**config.mk**
```make
export PLATFORM = sky130hd
export DESIGN_NAME = sync_burst_serializer
export DESIGN_NICKNAME = d
export VERILOG_FILES = /design/src/rtl/sbs_pkg.sv /design/src/rtl/sbs_capture.sv /design/src/rtl/sbs_burst_ctrl.sv /design/src/rtl/sbs_shifter.sv /design/src/rtl/sync_burst_serializer.sv
export SDC_FILE = /design/constraint.sdc
export NUM_CORES = 1
export LEC_CHECK = 0
export CORE_ASPECT_RATIO = 1.75
export CORE_MARGIN = 3
export CORE_UTILIZATION = 50
export DETAILED_ROUTE_END_ITERATION = 8
export DONT_BUFFER_PORTS = 1
export PLACE_DENSITY = 0.72
export SETUP_SLACK_MARGIN = 0.2
export SLEW_MARGIN = 10
export SYNTH_ARGS = -nofsm -noshare
export SYNTH_HDL_FRONTEND = slang
export SYNTH_SLANG_ARGS = --single-unit
export TNS_END_PERCENT = 50
```
**constraint.sdc**
```tcl
create_clock -name clk -period 2 [get_ports clk]
set_input_delay 0.1 -clock clk [delete_from_list [all_inputs] [get_ports clk]]
set_output_delay 0.1 -clock clk [all_outputs]
set_load 0.1 [all_outputs]
```
**src/rtl/sbs_pkg.sv**
```systemverilog
package sbs_pkg;

  typedef enum logic [1:0] {
    BURST_IDLE,
    BURST_MIN,
    BURST_HOLD
  } burst_state_e;

  // Training pattern: lower half of the symbol set, upper half clear.
  function automatic logic [31:0] sync_pattern(input int unsigned width);
    logic [31:0] pat;
    pat = '0;
    for (int unsigned i = 0; i < 32; i++) begin
      pat[i] = (i < (width / 2));
    end
    return pat;
  endfunction

  // Edge detection on a sampled level, rising or falling by selection.
  function automatic logic edge_hit(input logic cur, input logic prev, input logic rising);
    return rising ? (cur & ~prev) : (~cur & prev);
  endfunction

endpackage

```
**src/rtl/sbs_capture.sv**
```systemverilog
module sbs_capture #(
  parameter int unsigned W = 10
) (
  input  logic         clk,
  input  logic         rst_n,
  input  logic         clr,
  input  logic         word_clk,
  input  logic         edge_sel,
  input  logic [W-1:0] din,
  output logic [W-1:0] word_q
);

  logic wclk_q;
  logic cap_evt;

  assign cap_evt = sbs_pkg::edge_hit(word_clk, wclk_q, edge_sel);

  always_ff @(posedge clk or negedge rst_n) begin
    if (!rst_n) begin
      wclk_q <= 1'b0;
      word_q <= '0;
    end else if (clr) begin
      wclk_q <= 1'b0;
      word_q <= '0;
    end else begin
      wclk_q <= word_clk;
      if (cap_evt) word_q <= din;
    end
  end

  // a capture event loads the input word
  a_r1_capture_loads: assert property (@(posedge clk) disable iff (!rst_n || clr)
    cap_evt |=> (word_q == $past(din)));

  // without a capture event the word is untouched
  a_r2_no_event_hold: assert property (@(posedge clk) disable iff (!rst_n || clr)
    !cap_evt |=> $stable(word_q));

endmodule

```
**src/rtl/sbs_burst_ctrl.sv**
```systemverilog
module sbs_burst_ctrl #(
  parameter int unsigned MIN_LEN = 1024
) (
  input  logic clk,
  input  logic rst_n,
  input  logic clr,
  input  logic req_a,
  input  logic req_b,
  input  logic sym_bound,
  output logic send_sync
);
  import sbs_pkg::*;

  localparam int unsigned CNT_W = $clog2(MIN_LEN) + 1;
  localparam logic [CNT_W-1:0] MIN_CNT = CNT_W'(MIN_LEN);

  logic             req;
  logic             pend_q;
  logic [CNT_W-1:0] sent_cnt;
  burst_state_e     state;
  logic             min_done;

  assign req      = req_a | req_b;
  assign min_done = (sent_cnt == MIN_CNT);

  always_comb begin
    unique case (state)
      BURST_IDLE: send_sync = req | pend_q;
      BURST_MIN:  send_sync = !min_done || req;
      BURST_HOLD: send_sync = req;
      default:    send_sync = 1'b0;
    endcase
  end

  always_ff @(posedge clk or negedge rst_n) begin
    if (!rst_n) begin
      state    <= BURST_IDLE;
      sent_cnt <= '0;
      pend_q   <= 1'b0;
    end else if (clr) begin
      state    <= BURST_IDLE;
      sent_cnt <= '0;
      pend_q   <= 1'b0;
    end else begin
      if (sym_bound) pend_q <= 1'b0;
      else if (req)  pend_q <= 1'b1;
      if (sym_bound) begin
        unique case (state)
          BURST_IDLE: if (send_sync) begin
            state    <= BURST_MIN;
            sent_cnt <= CNT_W'(1);
          end
          BURST_MIN: if (!min_done) begin
            sent_cnt <= sent_cnt + CNT_W'(1);
          end else if (req) begin
            state <= BURST_HOLD;
          end else begin
            state    <= BURST_IDLE;
            sent_cnt <= '0;
          end
          BURST_HOLD: if (!req) begin
            state    <= BURST_IDLE;
            sent_cnt <= '0;
          end
          default: state <= BURST_IDLE;
        endcase
      end
    end
  end

  // the count never passes the minimum
  a_r4_cnt_bounded: assert property (@(posedge clk) disable iff (!rst_n)
    sent_cnt <= MIN_CNT);

  // each training symbol of the minimum phase advances the count
  a_r4_cnt_step: assert property (@(posedge clk) disable iff (!rst_n || clr)
    (sym_bound && state == BURST_MIN && !min_done) |=> (sent_cnt == $past(sent_cnt) + CNT_W'(1)));

  // a new burst starts counting from one
  a_r8_fresh_start: assert property (@(posedge clk) disable iff (!rst_n || clr)
    (sym_bound && state == BURST_IDLE && send_sync) |=> (sent_cnt == CNT_W'(1) && state == BURST_MIN));

  // power-down leaves the burst idle and empty
  a_r10_clear_idle: assert property (@(posedge clk) disable iff (!rst_n)
    clr |=> (state == BURST_IDLE && sent_cnt == '0 && !pend_q));

endmodule

```
**src/rtl/sbs_shifter.sv**
```systemverilog
module sbs_shifter #(
  parameter int unsigned W = 10
) (
  input  logic         clk,
  input  logic         rst_n,
  input  logic         clr,
  input  logic         bit_ce,
  input  logic [W-1:0] next_sym,
  output logic         sym_bound,
  output logic         raw_bit,
  output logic         loaded
);

  localparam int unsigned IDX_W = $clog2(W);
  localparam logic [IDX_W-1:0] LAST = IDX_W'(W - 1);

  logic [IDX_W-1:0] idx;
  logic [W-1:0]     sh;

  assign sym_bound = bit_ce && (idx == LAST) && !clr;
  assign raw_bit   = sh[0];

  always_ff @(posedge clk or negedge rst_n) begin
    if (!rst_n) begin
      idx    <= LAST;
      sh     <= '0;
      loaded <= 1'b0;
    end else if (clr) begin
      idx    <= LAST;
      sh     <= '0;
      loaded <= 1'b0;
    end else if (bit_ce) begin
      if (idx == LAST) begin
        sh     <= next_sym;
        idx    <= '0;
        loaded <= 1'b1;
      end else begin
        sh  <= sh >> 1;
        idx <= idx + IDX_W'(1);
      end
    end
  end

  // a boundary restarts the bit index
  a_r3_restart: assert property (@(posedge clk) disable iff (!rst_n || clr)
    sym_bound |=> (idx == '0));

  // no enable, no movement
  a_r3_hold: assert property (@(posedge clk) disable iff (!rst_n || clr)
    !bit_ce |=> ($stable(sh) && $stable(idx)));

  // inside a symbol the next bit comes from the next-higher position
  a_r3_lsb_order: assert property (@(posedge clk) disable iff (!rst_n || clr)
    (bit_ce && idx != LAST) |=> (raw_bit == $past(sh[1])));

endmodule

```
**src/rtl/sync_burst_serializer.sv**
```systemverilog
module sync_burst_serializer #(
  parameter int unsigned SYM_W    = 10,
  parameter int unsigned MIN_SYNC = 1024
) (
  input  logic             clk,
  input  logic             rst_n,
  input  logic             pwr_n,
  input  logic             oe,
  input  logic             bit_ce,
  input  logic             word_clk,
  input  logic             edge_sel,
  input  logic [SYM_W-1:0] din,
  input  logic             sync_a,
  input  logic             sync_b,
  output logic             sdo,
  output logic             sdo_vld
);

  localparam logic [SYM_W-1:0] SYNC_WORD = SYM_W'(sbs_pkg::sync_pattern(SYM_W));

  logic             clr;
  logic [SYM_W-1:0] word_q;
  logic [SYM_W-1:0] next_sym;
  logic             send_sync;
  logic             sym_bound;
  logic             raw_bit;
  logic             loaded;

  assign clr = ~pwr_n;

  sbs_capture #(.W(SYM_W)) u_capture (
    .clk      (clk),
    .rst_n    (rst_n),
    .clr      (clr),
    .word_clk (word_clk),
    .edge_sel (edge_sel),
    .din      (din),
    .word_q   (word_q)
  );

  sbs_burst_ctrl #(.MIN_LEN(MIN_SYNC)) u_burst (
    .clk       (clk),
    .rst_n     (rst_n),
    .clr       (clr),
    .req_a     (sync_a),
    .req_b     (sync_b),
    .sym_bound (sym_bound),
    .send_sync (send_sync)
  );

  assign next_sym = send_sync ? SYNC_WORD : word_q;

  sbs_shifter #(.W(SYM_W)) u_shift (
    .clk       (clk),
    .rst_n     (rst_n),
    .clr       (clr),
    .bit_ce    (bit_ce),
    .next_sym  (next_sym),
    .sym_bound (sym_bound),
    .raw_bit   (raw_bit),
    .loaded    (loaded)
  );

  assign sdo_vld = pwr_n & oe & loaded;
  assign sdo     = sdo_vld & raw_bit;

  // a training symbol opens with a one on the line
  a_r6_sync_lead: assert property (@(posedge clk) disable iff (!rst_n || clr)
    (sym_bound && send_sync) |=> (raw_bit == 1'b1));

  // a data symbol opens with bit 0 of the captured word
  a_r7_data_load: assert property (@(posedge clk) disable iff (!rst_n || clr)
    (sym_bound && !send_sync) |=> (raw_bit == $past(word_q[0])));

endmodule

```
==> reports/metrics.csv <==
metric;value;unit
ios;21;
worstHoldPathCells;2;
ff2ff_path_depth;9;
yosysSeqAreaShare;41.7;%
path_delay_family;flip-flops;
die_area;0.00571;mm²
post-route-period-util;107;%
coreArea;0.00452;mm²
arrival;2360;ps
critical_path_class;reg -> reg;
grt_overflow;0;
grt_pass1_wl;11.1;mm
vias;2255;
syn-num-nets;287;
hold_path.class;in -> reg;
timing.fmax;0.469;GHz
synth_compound_area_share;19.9;%
synth_top_family_by_area;simple AND/OR/NAND/NOR gates;
ir_drop;0.502;mV
initial_core_util;53.2;%
drv_cap;0;
finClkSkew;7.00;ps
end_kind;register;
ys_seq_elements;40;
netlist_area;0.00241;mm²
setup_viol;10;
endpoint;u_burst.sent_cnt[3];
numCtsBuffers;5;
clock-sinks;40;
regArea;0.00100;mm²
clkLatencyLatePin;300;ps
antenna_found_initial;0;
r2r_slack;-130;ps
diodes;0;
fin_crit;2130;ps
drive_gt1_share;34.2;%
synthArstFlopShare;100;%
cp_max_fo;6;
wl_per_cell;17.9;µm
synth_edf_count;0;
dp.final_hpwl;4.06;mm
grt_usage;24.7;%
worst_slack;-131;ps
power.density;672;mW/mm²
area_growth;37.9;%
multi_input_area;0.00151;mm²
dr.pass1.iters;5;
worstPathCellList;ha_4 > nand3b_4 > o41ai_4 > buf_4 > o31ai_4 > buf_6 > buf_6 > or3_4 > nand3_2;
die_w;58.4;µm
cts_tree;yes;
placed_cell_area;0.00274;mm²
slowest_stage;dfstp_2;
htree_levels;2;
yosysWarningCount;0;
synthCells;259;
synthAdderAreaFrac;4.68;%
r2r-start;u_shift.idx[0];
crit_required;2230;ps
path_clk_slew;80;ps
synth_xor_area_share;0;%
pre_cts_ws;-139;ps
tns;-561;ps
slew_headroom;35.2;%
start_kind;register;
port_buffers;0;
holdWs;31.5;ps
status;finished, violations left;
fin_nets;349;
utilization;73.3;%
fillCellCount;313;
die-height;97.8;µm
synth_mux_area_share;2.55;%
gp_congestion;0.892;
grt_max_degree;41;
path_depth;9;
cp_num_buf_inv;3;
rows;32;
p_leak;1.53;nW
violations;negative setup slack;
drc_errors;0;
hold_viol;0;
clock_path_buffers;2;
grt_setup_unrepaired;yes;
max_stage_delay;570;ps
path_common_cell;buf_6;
yosys.area_share.simple;25.8;%
report.final.slew_viol_count;0;
syn_area_per_cell;9.29;µm²
crit_start;u_shift.idx[0];
totalWireLength;6.68;mm
ant_nets;0;
cts_root_buf;clkbuf_8;
max_slew.worst_pin.slew;969;ps
grt_pass1_vias;2377;
first_iter_violations;137;
avgViaCountPerCell;6.05;
design_area;0.00332;mm²
r2r_end;u_burst.sent_cnt[3];
yosys_most_used_dff;dfrtp_1;
yosysUniqueCellTypes;54;
==> stage by stage <==
stage                     std cells  total power, mW
after floorplan                 259             1.21
after global placement          341             1.35
after detailed placement        341             1.36
after CTS                       370             2.20
after global routing            373             2.34
final                           373             2.23
==> logic make-up (layout without fill, tap and decap cells) <==
| kind of cell | after synthesis | after routing |
|---|---|---|
| AO/OA/AOI/OAI | 65 | 66 |
| adder cells (fa/ha/maj) | 9 | 9 |
| buffers and inverters | 29 | 91 |
| flip-flops | 40 | 40 |
| multiplexers | 6 | 6 |
| AND/OR/NAND/NOR | 110 | 110 |
==> report_power, final <==
part | total [mW] | switching [mW] | internal, mW
registers | 0.896 | 0.0323 | 0.864
clock network | 0.686 | 0.310 | 0.376
logic | 0.649 | 0.348 | 0.301
==> area by class of cell <==
type | count | area share, %
sequential | 40 | 30.2
clock buffer | 5 | 2.07
clock inverter | 3 | 1.40
tap | 51 | 1.92
timing repair buffer | 65 | 16.8
inverter | 18 | 2.04
multi-input combinational | 191 | 45.5
==> cells in the mapped netlist, drive strengths merged (2+ instances only) <==
cell type / number / area, µm²
nor2: 10 / 37.5
o21a: 2 / 15.0
o31ai: 5 / 51.3
mux2i: 5 / 50.1
a21oi: 9 / 48.8
a211o: 5 / 45.0
nor4b: 2 / 47.6
a22oi: 4 / 30.0
o21ai: 24 / 120
a41o: 2 / 21.3
o311a: 5 / 50.1
and3: 10 / 63.8
nand3: 26 / 130
dfstp: 2 / 52.6
clkbuf: 7 / 26.3
ha: 9 / 113
buf: 4 / 35.0
nand2: 28 / 105
or3: 2 / 12.5
and2: 5 / 32.5
nand3b: 3 / 35.0
inv: 18 / 67.6
nor4: 7 / 43.8
nor3: 5 / 30.0
nor2b: 3 / 18.8
dfrtp: 38 / 951
nand2b: 4 / 25.0
==> worst reg2reg max path: stages (launching register included) <==
cell and delay (ps):
dfstp_2 570, ha_4 150, nand3b_4 90, o41ai_4 330, buf_4 180, o31ai_4 60
buf_6 150, buf_6 130, or3_4 330, nand3_2 70
==> state kept, by name, indices dropped and copies added, names as in the netlist <==
signal / count
u_burst.sent_cnt: 11
u_capture.word_q: 10
u_shift.sh: 10
u_shift.idx: 4
u_burst.state: 2
u_burst.pend_q: 1
u_capture.wclk_q: 1
u_shift.loaded: 1
==> placed cells by master, fill, tap and decap left out, types with 4 or more instances in the layout <==
cell type      instances
o311a_1                5
buf_4                 44
and3_1                 8
nor2_1                 9
a21oi_1                7
nand2_1               27
a22oi_1                4
inv_1                 12
o21ai_0               24
nand2b_1               4
nor4_1                 4
inv_2                  6
dlygate4sd3_1         14
dfrtp_1               38
nand3_1               24
a211o_1                4
buf_6                  6
mux2i_1                5
ha_4                   4
clkbuf_8               5
==> repair_timing <==
action	in CTS	in global routing
cloned	1	0
pin swaps	26	10
setup buffers	5	3
hold buffers	15	0
gates resized for setup	31	12
endpoints found under the setup margin	22	23
endpoints found under the hold margin	65	0
==> worst min path at each step <==
stage	start	end	slack, ps
floorplan	rst_n	u_burst.pend_q	-200
global placement	rst_n	u_capture.word_q[2]	-190
detailed placement	rst_n	u_capture.word_q[9]	-190
CTS	pwr_n	u_burst.state[1]	30
global route	pwr_n	u_burst.state[1]	40
finish	pwr_n	u_burst.state[1]	30
==> metal layers <==
layer | up-vias | GRT usage [%] | share of wire (%)
li1 | 1065 | - | -
met1 | 1104 | 27.6 | 37
met2 | 63 | 43.2 | 56
met3 | 23 | 3.97 | 3.9
met4 | 0 | 12.9 | 3.2
met5 | - | 0 | 0
No activity file was read; power rests on OpenSTA's default activity.
